===== src/rtl/pwm_modtimer_pkg.sv =====
package pwm_modtimer_pkg;

  // Register selector codes on the write port
  typedef enum logic [1:0] {
    SEL_LIMIT    = 2'd0,
    SEL_CHANNEL  = 2'd1,
    SEL_PRESCALE = 2'd2,
    SEL_CLEAR    = 2'd3
  } wr_target_e;

  // Bit positions inside a flag-clear write
  localparam int CLR_OVF_BIT = 0;
  localparam int CLR_CMP_BIT = 1;

endpackage


===== src/rtl/pwm_mt_prescaler.sv =====
// Power-of-two tick generator: one tick every 2^code cycles.
module pwm_mt_prescaler #(
  parameter int SEL_W     = 3,
  parameter int MAX_SHIFT = 6,
  localparam int PRE_W    = MAX_SHIFT
) (
  input  logic             clk,
  input  logic             rst_n,
  input  logic [SEL_W-1:0] sel,
  output logic             tick
);

  logic [PRE_W-1:0] pre_q;

  // Low-bit mask whose all-ones state marks a tick; codes above MAX_SHIFT saturate
  function automatic logic [PRE_W-1:0] div_mask(input logic [SEL_W-1:0] s);
    logic [PRE_W:0] full;
    int sh;
    sh   = (int'(s) > MAX_SHIFT) ? MAX_SHIFT : int'(s);
    full = ({{PRE_W{1'b0}}, 1'b1} << sh) - 1'b1;
    return full[PRE_W-1:0];
  endfunction

  always_ff @(posedge clk) begin
    if (!rst_n) pre_q <= '0;
    else        pre_q <= pre_q + 1'b1;
  end

  assign tick = ((pre_q & div_mask(sel)) == div_mask(sel));

endmodule


===== src/rtl/pwm_mt_counter.sv =====
// Modulo up-counter; wraps when the value has reached or passed the limit.
module pwm_mt_counter #(
  parameter int CNT_W = 16
) (
  input  logic             clk,
  input  logic             rst_n,
  input  logic             tick,
  input  logic [CNT_W-1:0] limit,
  output logic [CNT_W-1:0] cnt_q,
  output logic [CNT_W-1:0] step_val,
  output logic             wrap_evt
);

  function automatic logic [CNT_W-1:0] next_count(input logic [CNT_W-1:0] c,
                                                  input logic [CNT_W-1:0] lim);
    return (c >= lim) ? '0 : c + 1'b1;
  endfunction

  assign step_val = next_count(cnt_q, limit);
  assign wrap_evt = tick && (cnt_q >= limit);

  always_ff @(posedge clk) begin
    if (!rst_n)    cnt_q <= '0;
    else if (tick) cnt_q <= step_val;
  end

endmodule


===== src/rtl/pwm_mt_channel.sv =====
// Output-compare channel: high on wrap, low when the counter steps onto the target.
module pwm_mt_channel #(
  parameter int CNT_W = 16
) (
  input  logic             clk,
  input  logic             rst_n,
  input  logic             tick,
  input  logic             wrap_evt,
  input  logic [CNT_W-1:0] step_val,
  input  logic [CNT_W-1:0] target,
  output logic             cmp_evt,
  output logic             pwm_q
);

  function automatic logic hits(input logic t, input logic [CNT_W-1:0] nxt,
                                input logic [CNT_W-1:0] tgt);
    return t && (nxt == tgt);
  endfunction

  assign cmp_evt = hits(tick, step_val, target);

  // Compare has priority so a zero target yields a constant low output
  always_ff @(posedge clk) begin
    if (!rst_n)        pwm_q <= 1'b0;
    else if (cmp_evt)  pwm_q <= 1'b0;
    else if (wrap_evt) pwm_q <= 1'b1;
  end

endmodule


===== src/rtl/pwm_mt_regs.sv =====
// Software-written registers and sticky event flags.
module pwm_mt_regs
  import pwm_modtimer_pkg::*;
#(
  parameter int CNT_W = 16,
  parameter int SEL_W = 3
) (
  input  logic             clk,
  input  logic             rst_n,
  input  logic             wr_en,
  input  logic [1:0]       wr_sel,
  input  logic [CNT_W-1:0] wr_data,
  input  logic             wrap_evt,
  input  logic             cmp_evt,
  output logic [CNT_W-1:0] limit_q,
  output logic [CNT_W-1:0] target_q,
  output logic [SEL_W-1:0] psel_q,
  output logic             ovf_q,
  output logic             cmp_q
);

  logic clr_ovf, clr_cmp;

  assign clr_ovf = wr_en && (wr_target_e'(wr_sel) == SEL_CLEAR) && wr_data[CLR_OVF_BIT];
  assign clr_cmp = wr_en && (wr_target_e'(wr_sel) == SEL_CLEAR) && wr_data[CLR_CMP_BIT];

  // A fresh event in the same cycle wins over the clear
  function automatic logic sticky(input logic cur, input logic set, input logic clr);
    return set | (cur & ~clr);
  endfunction

  always_ff @(posedge clk) begin
    if (!rst_n) begin
      limit_q  <= '1;
      target_q <= '0;
      psel_q   <= '0;
    end else if (wr_en) begin
      case (wr_target_e'(wr_sel))
        SEL_LIMIT:    limit_q  <= wr_data;
        SEL_CHANNEL:  target_q <= wr_data;
        SEL_PRESCALE: psel_q   <= wr_data[SEL_W-1:0];
        default:      ;
      endcase
    end
  end

  always_ff @(posedge clk) begin
    if (!rst_n) begin
      ovf_q <= 1'b0;
      cmp_q <= 1'b0;
    end else begin
      ovf_q <= sticky(ovf_q, wrap_evt, clr_ovf);
      cmp_q <= sticky(cmp_q, cmp_evt, clr_cmp);
    end
  end

endmodule


===== src/rtl/pwm_modtimer.sv =====
// Modulo timer with one unbuffered PWM output-compare channel.
module pwm_modtimer #(
  parameter int CNT_W     = 16,
  parameter int SEL_W     = 3,
  parameter int MAX_SHIFT = 6
) (
  input  logic             clk,
  input  logic             rst_n,
  input  logic             wr_en,
  input  logic [1:0]       wr_sel,
  input  logic [CNT_W-1:0] wr_data,
  output logic [CNT_W-1:0] count,
  output logic             pwm_out,
  output logic             ovf_flag,
  output logic             cmp_flag
);

  // Named internal events, also observed by the bound checker
  logic             tick;
  logic             wrap_evt;
  logic             cmp_evt;
  logic [CNT_W-1:0] step_val;
  logic [CNT_W-1:0] limit_q;
  logic [CNT_W-1:0] target_q;
  logic [SEL_W-1:0] psel_q;

  pwm_mt_regs #(.CNT_W(CNT_W), .SEL_W(SEL_W)) u_regs (
    .clk      (clk),
    .rst_n    (rst_n),
    .wr_en    (wr_en),
    .wr_sel   (wr_sel),
    .wr_data  (wr_data),
    .wrap_evt (wrap_evt),
    .cmp_evt  (cmp_evt),
    .limit_q  (limit_q),
    .target_q (target_q),
    .psel_q   (psel_q),
    .ovf_q    (ovf_flag),
    .cmp_q    (cmp_flag)
  );

  pwm_mt_prescaler #(.SEL_W(SEL_W), .MAX_SHIFT(MAX_SHIFT)) u_psc (
    .clk   (clk),
    .rst_n (rst_n),
    .sel   (psel_q),
    .tick  (tick)
  );

  pwm_mt_counter #(.CNT_W(CNT_W)) u_cnt (
    .clk      (clk),
    .rst_n    (rst_n),
    .tick     (tick),
    .limit    (limit_q),
    .cnt_q    (count),
    .step_val (step_val),
    .wrap_evt (wrap_evt)
  );

  pwm_mt_channel #(.CNT_W(CNT_W)) u_ch (
    .clk      (clk),
    .rst_n    (rst_n),
    .tick     (tick),
    .wrap_evt (wrap_evt),
    .step_val (step_val),
    .target   (target_q),
    .cmp_evt  (cmp_evt),
    .pwm_q    (pwm_out)
  );

endmodule


===== config.mk =====
export PLATFORM = sky130hd
export DESIGN_NAME = pwm_modtimer
export DESIGN_NICKNAME = d
export VERILOG_FILES = /design/src/rtl/pwm_modtimer_pkg.sv /design/src/rtl/pwm_mt_prescaler.sv /design/src/rtl/pwm_mt_counter.sv /design/src/rtl/pwm_mt_channel.sv /design/src/rtl/pwm_mt_regs.sv /design/src/rtl/pwm_modtimer.sv
export SDC_FILE = /design/constraint.sdc
export NUM_CORES = 1
export LEC_CHECK = 0
export BUFFER_PORTS_ARGS = -buffer_cell sky130_fd_sc_hd__buf_2
export CAP_MARGIN = 20
export CELL_PAD_IN_SITES_DETAIL_PLACEMENT = 1
export CELL_PAD_IN_SITES_GLOBAL_PLACEMENT = 1
export CORE_UTILIZATION = 35
export CTS_CLUSTER_SIZE = 20
export DETAILED_ROUTE_END_ITERATION = 12
export PLACE_DENSITY = 0.67
export REMOVE_ABC_BUFFERS = 1
export SYNTH_ARGS = -nofsm -noshare
export SYNTH_HDL_FRONTEND = slang
export SYNTH_SLANG_ARGS = --single-unit

===== constraint.sdc =====
create_clock -name clk -period 3.5 [get_ports clk]
set_input_delay 0.175 -clock clk [delete_from_list [all_inputs] [get_ports clk]]
set_output_delay 0.175 -clock clk [all_outputs]
set_load 0.01 [all_outputs]

# After elaboration in Yosys (flattened, before gate mapping)
# Index checks and enable logic that the tools add are counted.
[word_totals] input_bits=21 register_bits=60
[op_classes] reduce_logical=10 n_eq_ne=5 magnitude_cmp=2 n_mux=2 shift=1 bitwise=8 n_addsub=3
[op_table] op="1-bit by 32-bit << shifter with 6-bit output, first input constant" count=1
[op_table] op="16-bit by 1-bit adder with 16-bit output, second input constant" count=1
[op_table] op="16-bit == test" count=1
[op_table] op="16-bit >= comparator" count=1
[op_table] op="16-bit 2-to-1 mux" count=1
[op_table] op="6-bit by 1-bit adder with 6-bit output, second input constant" count=1
[op_table] op="6-bit AND" count=1
[op_table] op="6-bit == test" count=1
[op_table] op="2-bit AND reduction" count=3
[op_table] op="6-bit by 1-bit subtractor with 6-bit output, second input constant" count=1
[op_table] op="1-bit logical AND" count=5
[op_table] op="2-bit == test, second input constant" count=2
[op_table] op="3-bit > comparator, second input constant" count=1
[op_table] op="3-bit 2-to-1 mux" count=1
[op_table] op="1-bit NOT" count=3
[op_table] op="1-bit AND" count=2
[op_table] op="2-bit by 1-bit == test with 1-bit output, second input constant" count=1
[op_table] op="2-bit zero test" count=1
[op_table] op="1-bit OR" count=2
[op_table] op="2-bit OR reduction" count=1

# Longest topological paths before layout
# Gate-level depths: netlist (run 1).
[depth] ltp_word=8 mapped_depth=12 ltp_nobuf=10

# Hierarchy
# From an unflattened synthesis (run 1), not the netlist that was laid out.
[unflattened] hier_cells=444 hier_area_um2=3842.4
[modules_own_cells] mod="pwm_mt_counter" cells_per_inst=225 n_inst=1 area_per_inst_um2=1739.2
[modules_own_cells] mod="pwm_mt_regs" cells_per_inst=164 n_inst=1 area_per_inst_um2=1605.3
[modules_own_cells] mod="pwm_mt_prescaler" cells_per_inst=30 n_inst=1 area_per_inst_um2=284.0
[modules_own_cells] mod="pwm_mt_channel" cells_per_inst=25 n_inst=1 area_per_inst_um2=214.0

# Least setup slack after synthesis (run 1)
# OpenSTA, ideal clock, no wires.
[synth_timing] path_kind="flip-flop to flip-flop" start="reg u_cnt.cnt_q[0]" end="reg u_ch.pwm_q" t_required_ns=3.384 arrival_time_ns=2.708 slack_ns=0.676 n_path_buf=2 setup_time_ns=0.116 synth_period_minus_slack_ns=2.824 stages_incl_launch_ff=13 path_cell_list="dfxtp_1 inv_1 ha_1 nand2b_1 a2111o_1 a32oi_1 and2_1 clkbuf_1 buf_2 nand2_1 a221oi_1 nand4_1 and3b_1"
[synth_between] elab_chain_cells=5
[synth_rtl] item="from (decl)" line="pwm_mt_counter.sv:9" text="output logic [CNT_W-1:0] cnt_q,"
[synth_rtl] item="from (signal assigned)" line="pwm_mt_counter.sv:24" text="else if (tick) cnt_q <= step_val;"
[synth_rtl] item="16-bit by 1-bit adder with 16-bit output or 16-bit >= comparator (tied branches)" line="pwm_mt_counter.sv:16, pwm_mt_counter.sv:20"
[synth_rtl] item="16-bit 2-to-1 mux" line="pwm_mt_counter.sv:16" text="return (c >= lim) ? '0 : c + 1'b1;"
[synth_rtl] item="16-bit == test" line="pwm_mt_channel.sv:17" text="return t && (nxt == tgt);"
[synth_rtl] item="1-bit logical AND" line="pwm_mt_channel.sv:17"
[synth_rtl] item="2-bit OR reduction (no line)"
[synth_rtl] item="to (signal assigned)" line="pwm_mt_channel.sv:24" text="if (!rst_n) pwm_q <= 1'b0;"
[synth_rtl] item="to (signal assigned)" line="pwm_mt_channel.sv:25" text="else if (cmp_evt) pwm_q <= 1'b0;"
[synth_rtl] item="to (signal assigned)" line="pwm_mt_channel.sv:26" text="else if (wrap_evt) pwm_q <= 1'b1;"
[synth_rtl] item="to (decl)" line="pwm_mt_channel.sv:12" text="output logic pwm_q"
# Parallel ways exist; a longest one is shown, timed or not.
# A chain may end at the register's enable or synchronous reset.

# Worst setup path after layout (run 1)
# Same ends and word-level chain as after synthesis.

==> results of run 1 <==
[cells in the final DEF (no fill, tap or decap), types with 3 or more instances in the layout]
master | Yosys | final
a22oi_1 | 3 | 3
mux2i_1 | 6 | 6
buf_2 | 4 | 39
and3_1 | 5 | 5
o211ai_1 | 16 | 16
nand4b_1 | 5 | 5
nor2b_1 | 9 | 9
nand2_1 | 78 | 78
xor2_1 | 9 | 9
nor2_1 | 22 | 22
xnor3_1 | 4 | 4
inv_1 | 24 | 24
a21oi_1 | 14 | 14
o21ai_0 | 24 | 24
o21a_1 | 5 | 5
nor3_1 | 12 | 12
and2_1 | 7 | 7
xnor2_1 | 11 | 11
ha_1 | 18 | 18
a211o_1 | 3 | 3
dfxtp_1 | 60 | 60
clkbuf_8 | 0 | 9
nand2b_1 | 3 | 3
nand3_1 | 19 | 19
nand4_1 | 9 | 9
buf_4 | 0 | 11
a21boi_0 | 29 | 29
[state kept, by name, summed over array words and instances (netlist names)]
| name | flops |
|---|---|
| u_cnt.cnt_q | 16 |
| u_regs.limit_q | 16 |
| u_regs.target_q | 16 |
| u_psc.pre_q | 6 |
| u_regs.psel_q | 3 |
| u_ch.pwm_q | 1 |
| u_regs.cmp_q | 1 |
| u_regs.ovf_q | 1 |
[how the worst max path moves through the flow]
stage / depth (start not counted) / end / slack, ns
floorplan: 10 / u_ch.pwm_q / 0.54
global placement: 9 / u_ch.pwm_q / 0.45
detailed placement: 9 / u_ch.pwm_q / 0.35
CTS: 9 / u_ch.pwm_q / 0.33
global route: 9 / u_ch.pwm_q / 0.12
finish: 9 / u_ch.pwm_q / 0.34
[through the flow]
stage,setup WS [ns],hold slack [ns],area [um2],cells
floorplan,0.538,0.237,3490,424
global placement,0.451,0.415,3940,607
detailed placement,0.346,0.427,3940,607
CTS,0.328,0.0542,4150,622
global route,0.117,0.0626,4150,622
finish,0.335,0.0624,4150,622
[worst register-to-register path: cells and delay by family, from the launching register on]
kind,cells,cell delay [ns]
fa+ha+maj,1,0.37
compound gates,3,0.61
simple gates,5,1.63
flops,1,0.44
[metal layers]
layer,part of all wire (%),vias up,GRT usage [%]
met5,0,-,0
met4,1.7,0,8.23
met3,3.4,15,4.23
met2,46,48,36.2
met1,48,1629,29.4
li1,-,1650,-
[power breakdown]
| part | switching, mW | internal, mW |
|---|---|---|
| Sequential | 0.0247 | 0.708 |
| Clock | 0.292 | 0.395 |
| Combinational | 0.110 | 0.0743 |
| Total | 0.426 | 1.18 |
[area by class of cell]
class	instances	share of cell area [%]
multi-input combinational	340	53.2
clock buffer	10	3.08
timing repair buffer	50	6.70
sequential	60	29.0
inverter	24	2.17
tap	133	4.01
clock inverter	5	1.87
[kinds of logic (layout without fill, tap and decap cells)]
family | Yosys count | after routing | synth area share [%]
DFF | 60 | 60 | 33.5
muxes | 6 | 6 | 1.67
adders and majority gates | 18 | 18 | 6.28
buffers and inverters | 48 | 89 | 5.16
AOI/OAI and AO/OA | 108 | 108 | 20.4
xor gates and xnor gates | 24 | 24 | 7.39
and+or+nand+nor | 184 | 184 | 25.6
==> flow_metrics.tcl, run 1 <==
set metrics [dict create \
    hold_buffers 0 \
    critPathBufInv 0 \
    syn2layout_area_growth_pct 15.6 \
    period_minus_slack_ns 3.16 \
    maxSlewHeadroom_pct 33.2 \
    final_util_pct 42.0 \
    fin_skew_ns 0.0112 \
    worstReg2RegEnd "u_ch.pwm_q" \
    numCtsBuffers 9 \
    synth_commonest_cells "78 x nand2_1, 60 x dfxtp_1, 29 x a21boi_0" \
    first_iter_violations 88 \
    path_delay_family "simple AND/OR/NAND/NOR gates" \
    finalCritPeriodShare_pct 90.4 \
    htree_num_levels 3 \
    hpwlAfterDp_mm 7.74 \
    num_rows 36 \
    worstSkewPairLatency_ns 0.35 \
    netlist_area_um2 3590 \
    r2r-start "u_cnt.cnt_q[0]" \
    p_leak_nw 1.82 \
    grt.total_usage_pct 22.3 \
    worst_ep_required_time_ns 3.75 \
    vias 3342 \
    nFillCells 1214 \
    synth_top_area_share_pct 33.5 \
    diodes 0 \
    max_cap_viol_count 0 \
    cts_buffer_depth 2 \
    cts_setup_buffers 0 \
    numClockSinks 60 \
    hold_depth 3 \
    die_y_um 103 \
    min_from "wr_data[8]" \
    initial_core_util_pct 36.4 \
    yosysUniqueCellTypes 48 \
    async_reset_ff_share_pct 0 \
    arrival_ns 3.42 \
    synth-warning-count 0 \
    ant_nets 0 \
    final-setup-viol-count 0 \
    outcome "completed" \
    syn_inst 448 \
    crit_type "reg2reg" \
    coreArea_um2 9860 \
    hold_path.class "in2reg" \
    first_global_vias 3352 \
    synthFlopType "dfxtp_1" \
    critPathLaunchType "register" \
    postRouteWirelength_mm 10.9 \
    pin_count 40 \
    drc 0 \
    numPortBuffers 39 \
    slowest_delay_ns 0.59 \
    die_w_um 103 \
    slew_violations 0 \
    yosysMostFrequentCell "nand2_1" \
    grt_start_max_net_pins 61 \
    ff2ff_path_depth 9 \
    finalSetupTns_ns 0 \
    endpoint_kind "register" \
    routedWlPerCell_um 17.5 \
    first_pass_iters 5 \
    critPathSlowestCell "or4_4" \
    hold_end "u_regs.limit_q[8]" \
    antenna_found_initial 0 \
    gp_congestion 0.795 \
    cp_cell_sequence "ha_1 -> nand3_1 -> or4_4 -> or3_4 -> a2111oi_2 -> o21ai_1 -> a22oi_1 -> nand4_1 -> and3b_1" \
    viasPerCell 5.37 \
    drive_gt1_share_pct 14.3 \
    path_clk_slew_ns 0.07 \
    cts_tree "yes" \
    cts_resized 0 \
    grt_pass1_wl_mm 17.5 \
    seq_area_um2 1200 \
    tightest_slew_ns 1.00 \
    synth.area.top_cells "dfxtp_1 33%, nand2_1 8.2%, ha_1 6.3%" \
    synth_edf_count 0 \
    synth_top_area_cell "dfxtp_1" \
    finalHoldViolCount 0 \
    ir_drop_mv 0.214 \
    yosysSeqAreaShare_pct 33.5 \
    dieArea_um2 10700 \
    fmax_mhz 316 \
    overflow 0 \
    rsz0062_at_grt "false" \
    startpoint "u_cnt.cnt_q[0]" \
    nets 524 \
    multi_input_area_um2 2210 \
    reg2reg_setup_slack_ns 0.34 \
    cp_max_fo 9 \
    cts-root-buf "clkbuf_8" \
    synth_seq_cells 60 \
    power_density_nw_per_um2 387 \
    p_total_mw 1.60 \
    avgSynthCellArea_um2 8.01 \
]
(Power assumes the default switching activity.)
==> inputs of run 2 (changes only) <==
--- a/config.mk
+++ b/config.mk
@@ -12,6 +12,7 @@
 export CORE_UTILIZATION = 35
 export CTS_CLUSTER_SIZE = 20
 export DETAILED_ROUTE_END_ITERATION = 12
+export GPL_TIMING_DRIVEN = 0
 export PLACE_DENSITY = 0.67
 export REMOVE_ABC_BUFFERS = 1
 export SYNTH_ARGS = -nofsm -noshare
==> run 2 against run 1 <==
Combinational power barely moved. Utilization fell by 0.41 points. Clock power fell by 4.1%. Via count fell by 2.0%. First-iteration DRC count rose by 22%.
==> flow_metrics.tcl, run 2 (synthesized netlist as in run 1, its figures left out) <==
set metrics [dict create \
    syn2layout_area_growth_pct 14.5 \
    first_iter_violations 107 \
    final_util_pct 41.6 \
    dp_slack_ns -0.130 \
    mostFrequentLayoutCells "78 x nand2_1, 60 x dfxtp_1, 39 x buf_2" \
    dieArea_um2 10700 \
    period_minus_slack_ns 3.21 \
    cts-root-buf "clkbuf_8" \
    vias 3276 \
    final-setup-viol-count 0 \
    num_rows 36 \
    critPathLaunchType "register" \
    p_total_mw 1.57 \
    grt.total_usage_pct 20.6 \
    power_density_nw_per_um2 384 \
    drive_gt1_share_pct 13.9 \
    hpwlAfterDp_mm 7.30 \
    finalHoldViolCount 0 \
    fin_ws_ns 0.285 \
    cp_max_fo 9 \
    fmax_mhz 311 \
    worst_ep_required_time_ns 3.75 \
    routedWlPerCell_um 16.9 \
    maxSlewHeadroom_pct 31.9 \
    gp_congestion 0.762 \
    cts_setup_buffers 0 \
    rsz0062_at_grt "false" \
    outcome "completed" \
    numCtsBuffers 9 \
    ant_nets 0 \
    cts_tree "yes" \
    final_area_um2 4110 \
    tightest_slew_ns 1.02 \
    final_common_cell "nand2_1" \
    nFillCells 1223 \
    htree_num_levels 3 \
    cts_buffer_depth 2 \
    startpoint "u_cnt.cnt_q[1]" \
    ir_drop_mv 0.187 \
    first_pass_iters 4 \
    endpoint_kind "register" \
    viasPerCell 5.33 \
    hold_path.class "in2reg" \
    worstSkewPairLatency_ns 0.35 \
    r2r-start "u_cnt.cnt_q[1]" \
    max_cap_viol_count 0 \
    numClockSinks 60 \
    drc 0 \
    die_w_um 103 \
    postRouteWirelength_mm 10.4 \
    antenna_found_initial 0 \
    first_global_vias 3151 \
    numPortBuffers 39 \
    grt_pass1_wl_mm 16.4 \
    grt_start_max_net_pins 61 \
    diodes 0 \
    p_leak_nw 1.79 \
    arrival_ns 3.46 \
    overflow 0 \
    whs_ns 0.0661 \
    finalCritPeriodShare_pct 91.8 \
    placed_area_um2 3900 \
    top_regs "u_cnt.cnt_q (16), u_regs.limit_q (16), u_regs.target_q (16)" \
    fin_skew_ns 0.0125 \
    die_y_um 103 \
    crit_type "reg2reg" \
    coreArea_um2 9860 \
    pin_count 40 \
    min_from "wr_data[9]" \
    slew_violations 0 \
    initial_core_util_pct 36.4 \
    nets 516 \
    path_clk_slew_ns 0.08 \
]
==> run 2: changes by cell type in the layout (fill, tap and decap cells not counted) <==
cell / delta
ha_2: +1
and2_1: -1
ha_1: -1
and2_4: +1
clkbuf_1: -1
clkinv_2: +2
clkbuf_8: +2
bufinv_16: -1
buf_4: -11
a21oi_1: -1
clkinvlp_4: -1
buf_6: +2
buf_8: +1
a21oi_2: +1
==> run 2: cell type report <==
type	instances	area, um2	share of cell area (%)
multi-input combinational	340	2210	53.9
clock buffer	11	151	3.69
sequential	60	1200	29.3
clock inverter	5	50.0	1.22
inverter	24	90.1	2.19
tap	133	166	4.05
timing repair buffer	42	233	5.67
==> run 2: worst paths after layout <==
check	cells after the start	to	slack [ns]
worst min register to register	2	u_regs.cmp_q	0.45
worst max-delay path	9	u_ch.pwm_q	0.29
worst max register to register	9	u_ch.pwm_q	0.29
worst min-delay path	3	u_regs.limit_q[9]	0.07
==> run 2: critical path, cell delays in order, from the launching register on <==
cell	delay [ns]
dfxtp_1	0.47
ha_2	0.35
nand3_1	0.27
or4_4	0.60
or3_4	0.36
a2111oi_2	0.30
o21ai_1	0.14
a22oi_1	0.21
nand4_1	0.17
and3b_1	0.23
==> run 2: layer usage <==
| metal | track usage, % | routed length, um | share of wire [%] |
|---|---|---|---|
| met1 | 27.6 | 5190 | 50 |
| met2 | 33.8 | 4780 | 46 |
| met3 | 3.83 | 284 | 2.7 |
| met4 | 6.39 | 122 | 1.2 |
| met5 | 0 | 0 | 0 |
==> run 2: through the flow <==
step / instances / setup TNS [ns]
2_1_floorplan: 424 / 0
3_3_place_gp: 596 / -1.09
3_5_place_dp: 599 / -0.150
4_1_cts: 615 / 0
5_1_grt: 615 / 0
6_report: 615 / 0
==> run 2: repair_timing <==
item	CTS	global route
hold buffers	0	0
endpoints found under the setup margin	2	1
gates resized for setup	1	2
==> run 2: power by group <==
group	internal [mW]	leakage [nW]	switching, mW
clock network	0.363	0.109	0.295
registers	0.708	0.488	0.0257
logic	0.0781	1.19	0.105
==> inputs of run 3 (changes only) <==
--- a/config.mk
+++ b/config.mk
@@ -13,6 +13,7 @@
 export CTS_CLUSTER_SIZE = 20
 export DETAILED_ROUTE_END_ITERATION = 12
 export GPL_TIMING_DRIVEN = 0
+export MAX_ROUTING_LAYER = met4
 export PLACE_DENSITY = 0.67
 export REMOVE_ABC_BUFFERS = 1
 export SYNTH_ARGS = -nofsm -noshare
==> run 3 against run 2 <==
Die area unchanged. Worst setup slack got worse by 0.0092 ns. Hold slack improved by 0.0012 ns. Largest cell class unchanged.
==> flow_metrics.tcl, run 3 (synthesized netlist as in run 1, its figures left out) <==
set metrics [dict create \
    hold_buffers 0 \
    finalCritPeriodShare_pct 92.1 \
    numClockSinks 60 \
    drive_gt1_share_pct 13.9 \
    cp_max_fo 9 \
    worst_ep_required_time_ns 3.74 \
    pin_count 40 \
    antenna_found_initial 0 \
    grt.total_usage_pct 21.4 \
    gp_congestion 0.772 \
    max_cap_viol_count 0 \
    placedCellCount 599 \
    endpoint_kind "register" \
    tightest_slew_ns 1.01 \
    vias 3278 \
    seq_area_um2 1200 \
    num_rows 36 \
    crit_type "reg2reg" \
    numCtsBuffers 9 \
    final_area_um2 4110 \
    ant_nets 0 \
    die_w_um 103 \
    numPortBuffers 39 \
    dieArea_um2 10700 \
    rsz0062_at_grt "false" \
    fmax_mhz 310 \
    slowest_delay_ns 0.59 \
    overflow 0 \
    path_clk_slew_ns 0.07 \
    period_minus_slack_ns 3.22 \
    outcome "completed" \
    slew_violations 0 \
    grt_start_max_net_pins 61 \
    first_pass_iters 4 \
    final-setup-viol-count 0 \
    critPathSlowestCell "or4_4" \
    worstSkewPairLatency_ns 0.35 \
    initial_core_util_pct 36.4 \
    ir_drop_mv 0.189 \
    drc 0 \
    first_iter_violations 120 \
    final_common_cell "nand2_1" \
    critPathLaunchType "register" \
    coreArea_um2 9860 \
    routedWlPerCell_um 16.9 \
    p_leak_nw 1.79 \
    maxSlewHeadroom_pct 32.6 \
    cts_tree "yes" \
    final_cells 615 \
    viasPerCell 5.33 \
    diodes 0 \
    whs_ns 0.0673 \
    cp_cell_sequence "ha_2 -> nand3_1 -> or4_4 -> or3_4 -> a2111oi_2 -> o21ai_1 -> a22oi_1 -> nand4_1 -> and3b_1" \
    htree_num_levels 3 \
    fin_skew_ns 0.0110 \
    nets 516 \
    power_density_nw_per_um2 384 \
    cts_buffer_depth 2 \
    placed_area_um2 3900 \
    first_global_vias 3143 \
    syn2layout_area_growth_pct 14.5 \
    arrival_ns 3.47 \
    top_regs "u_cnt.cnt_q (16), u_regs.limit_q (16), u_regs.target_q (16)" \
    hold_path.class "in2reg" \
    critPathBufInv 0 \
    multi_input_area_um2 2210 \
    path_delay_family "simple AND/OR/NAND/NOR gates" \
    die_y_um 103 \
    cts-root-buf "clkbuf_8" \
    finalHoldViolCount 0 \
    grt_pass1_wl_mm 16.4 \
    final_util_pct 41.6 \
    postRouteWirelength_mm 10.4 \
    mostFrequentLayoutCells "78 x nand2_1, 60 x dfxtp_1, 39 x buf_2" \
    hpwlAfterDp_mm 7.30 \
    nFillCells 1223 \
]
[run 3: cell counts in the layout (fill, tap and decap cells not counted)]
No cell type changed its count.
[run 3: through the flow]
step / total power [mW] / setup WS, ns / setup TNS [ns]
6_report: 1.58 / 0.276 / 0
3_5_place_dp: 0.933 / -0.130 / -0.150
4_1_cts: 1.60 / 0.143 / 0
3_3_place_gp: 0.918 / -0.214 / -1.09
2_1_floorplan: 0.849 / 0.538 / 0
5_1_grt: 1.64 / 0.0812 / 0
[run 3: routing by layer]
layer  part of all wire [%]  GRT usage (%)
met1                     51           27.8
met2                     46           33.7
met3                    2.0           4.03
met4                    1.2           6.39
met5                      0              -
[run 3: repair_timing]
action / 4_1_cts / 5_1_grt
cloned: 0 / 0
endpoints found under the setup margin: 2 / 1
gates resized for setup: 1 / 2
endpoints found under the hold margin: 0 / 0
buffers inserted: 0 / 0
[run 3: area by class of cell]
type                    instances  area share (%)
repair buffers                 42            5.67
well taps                     133            4.05
flip-flops and latches         60            29.3
inverters                      24            2.19
multi-input cells             340            53.9
clock inverters                 5            1.22
clock buffers                  11            3.69
[run 3: final timing paths]
kind	from	endpoint	slack [ns]	cells past startpoint
min	wr_data[6]	u_regs.limit_q[6]	0.07	3
max reg2reg	u_cnt.cnt_q[0]	u_ch.pwm_q	0.28	9
max	u_cnt.cnt_q[0]	u_ch.pwm_q	0.28	9
min reg2reg	u_regs.cmp_q	u_regs.cmp_q	0.45	2
[run 3: report_power, final]
part	internal [mW]	switching, mW	total, mW
registers	0.708	0.0258	0.734
logic	0.0781	0.105	0.184
clock network	0.363	0.296	0.659
total	1.15	0.427	1.58
[run 3: worst reg2reg max path: cells and delay by family (launching register included)]
kind,cells,cell delay [ns]
fa+ha+maj,1,0.35
simple gates,5,1.64
flops,1,0.48
compound gates,3,0.66
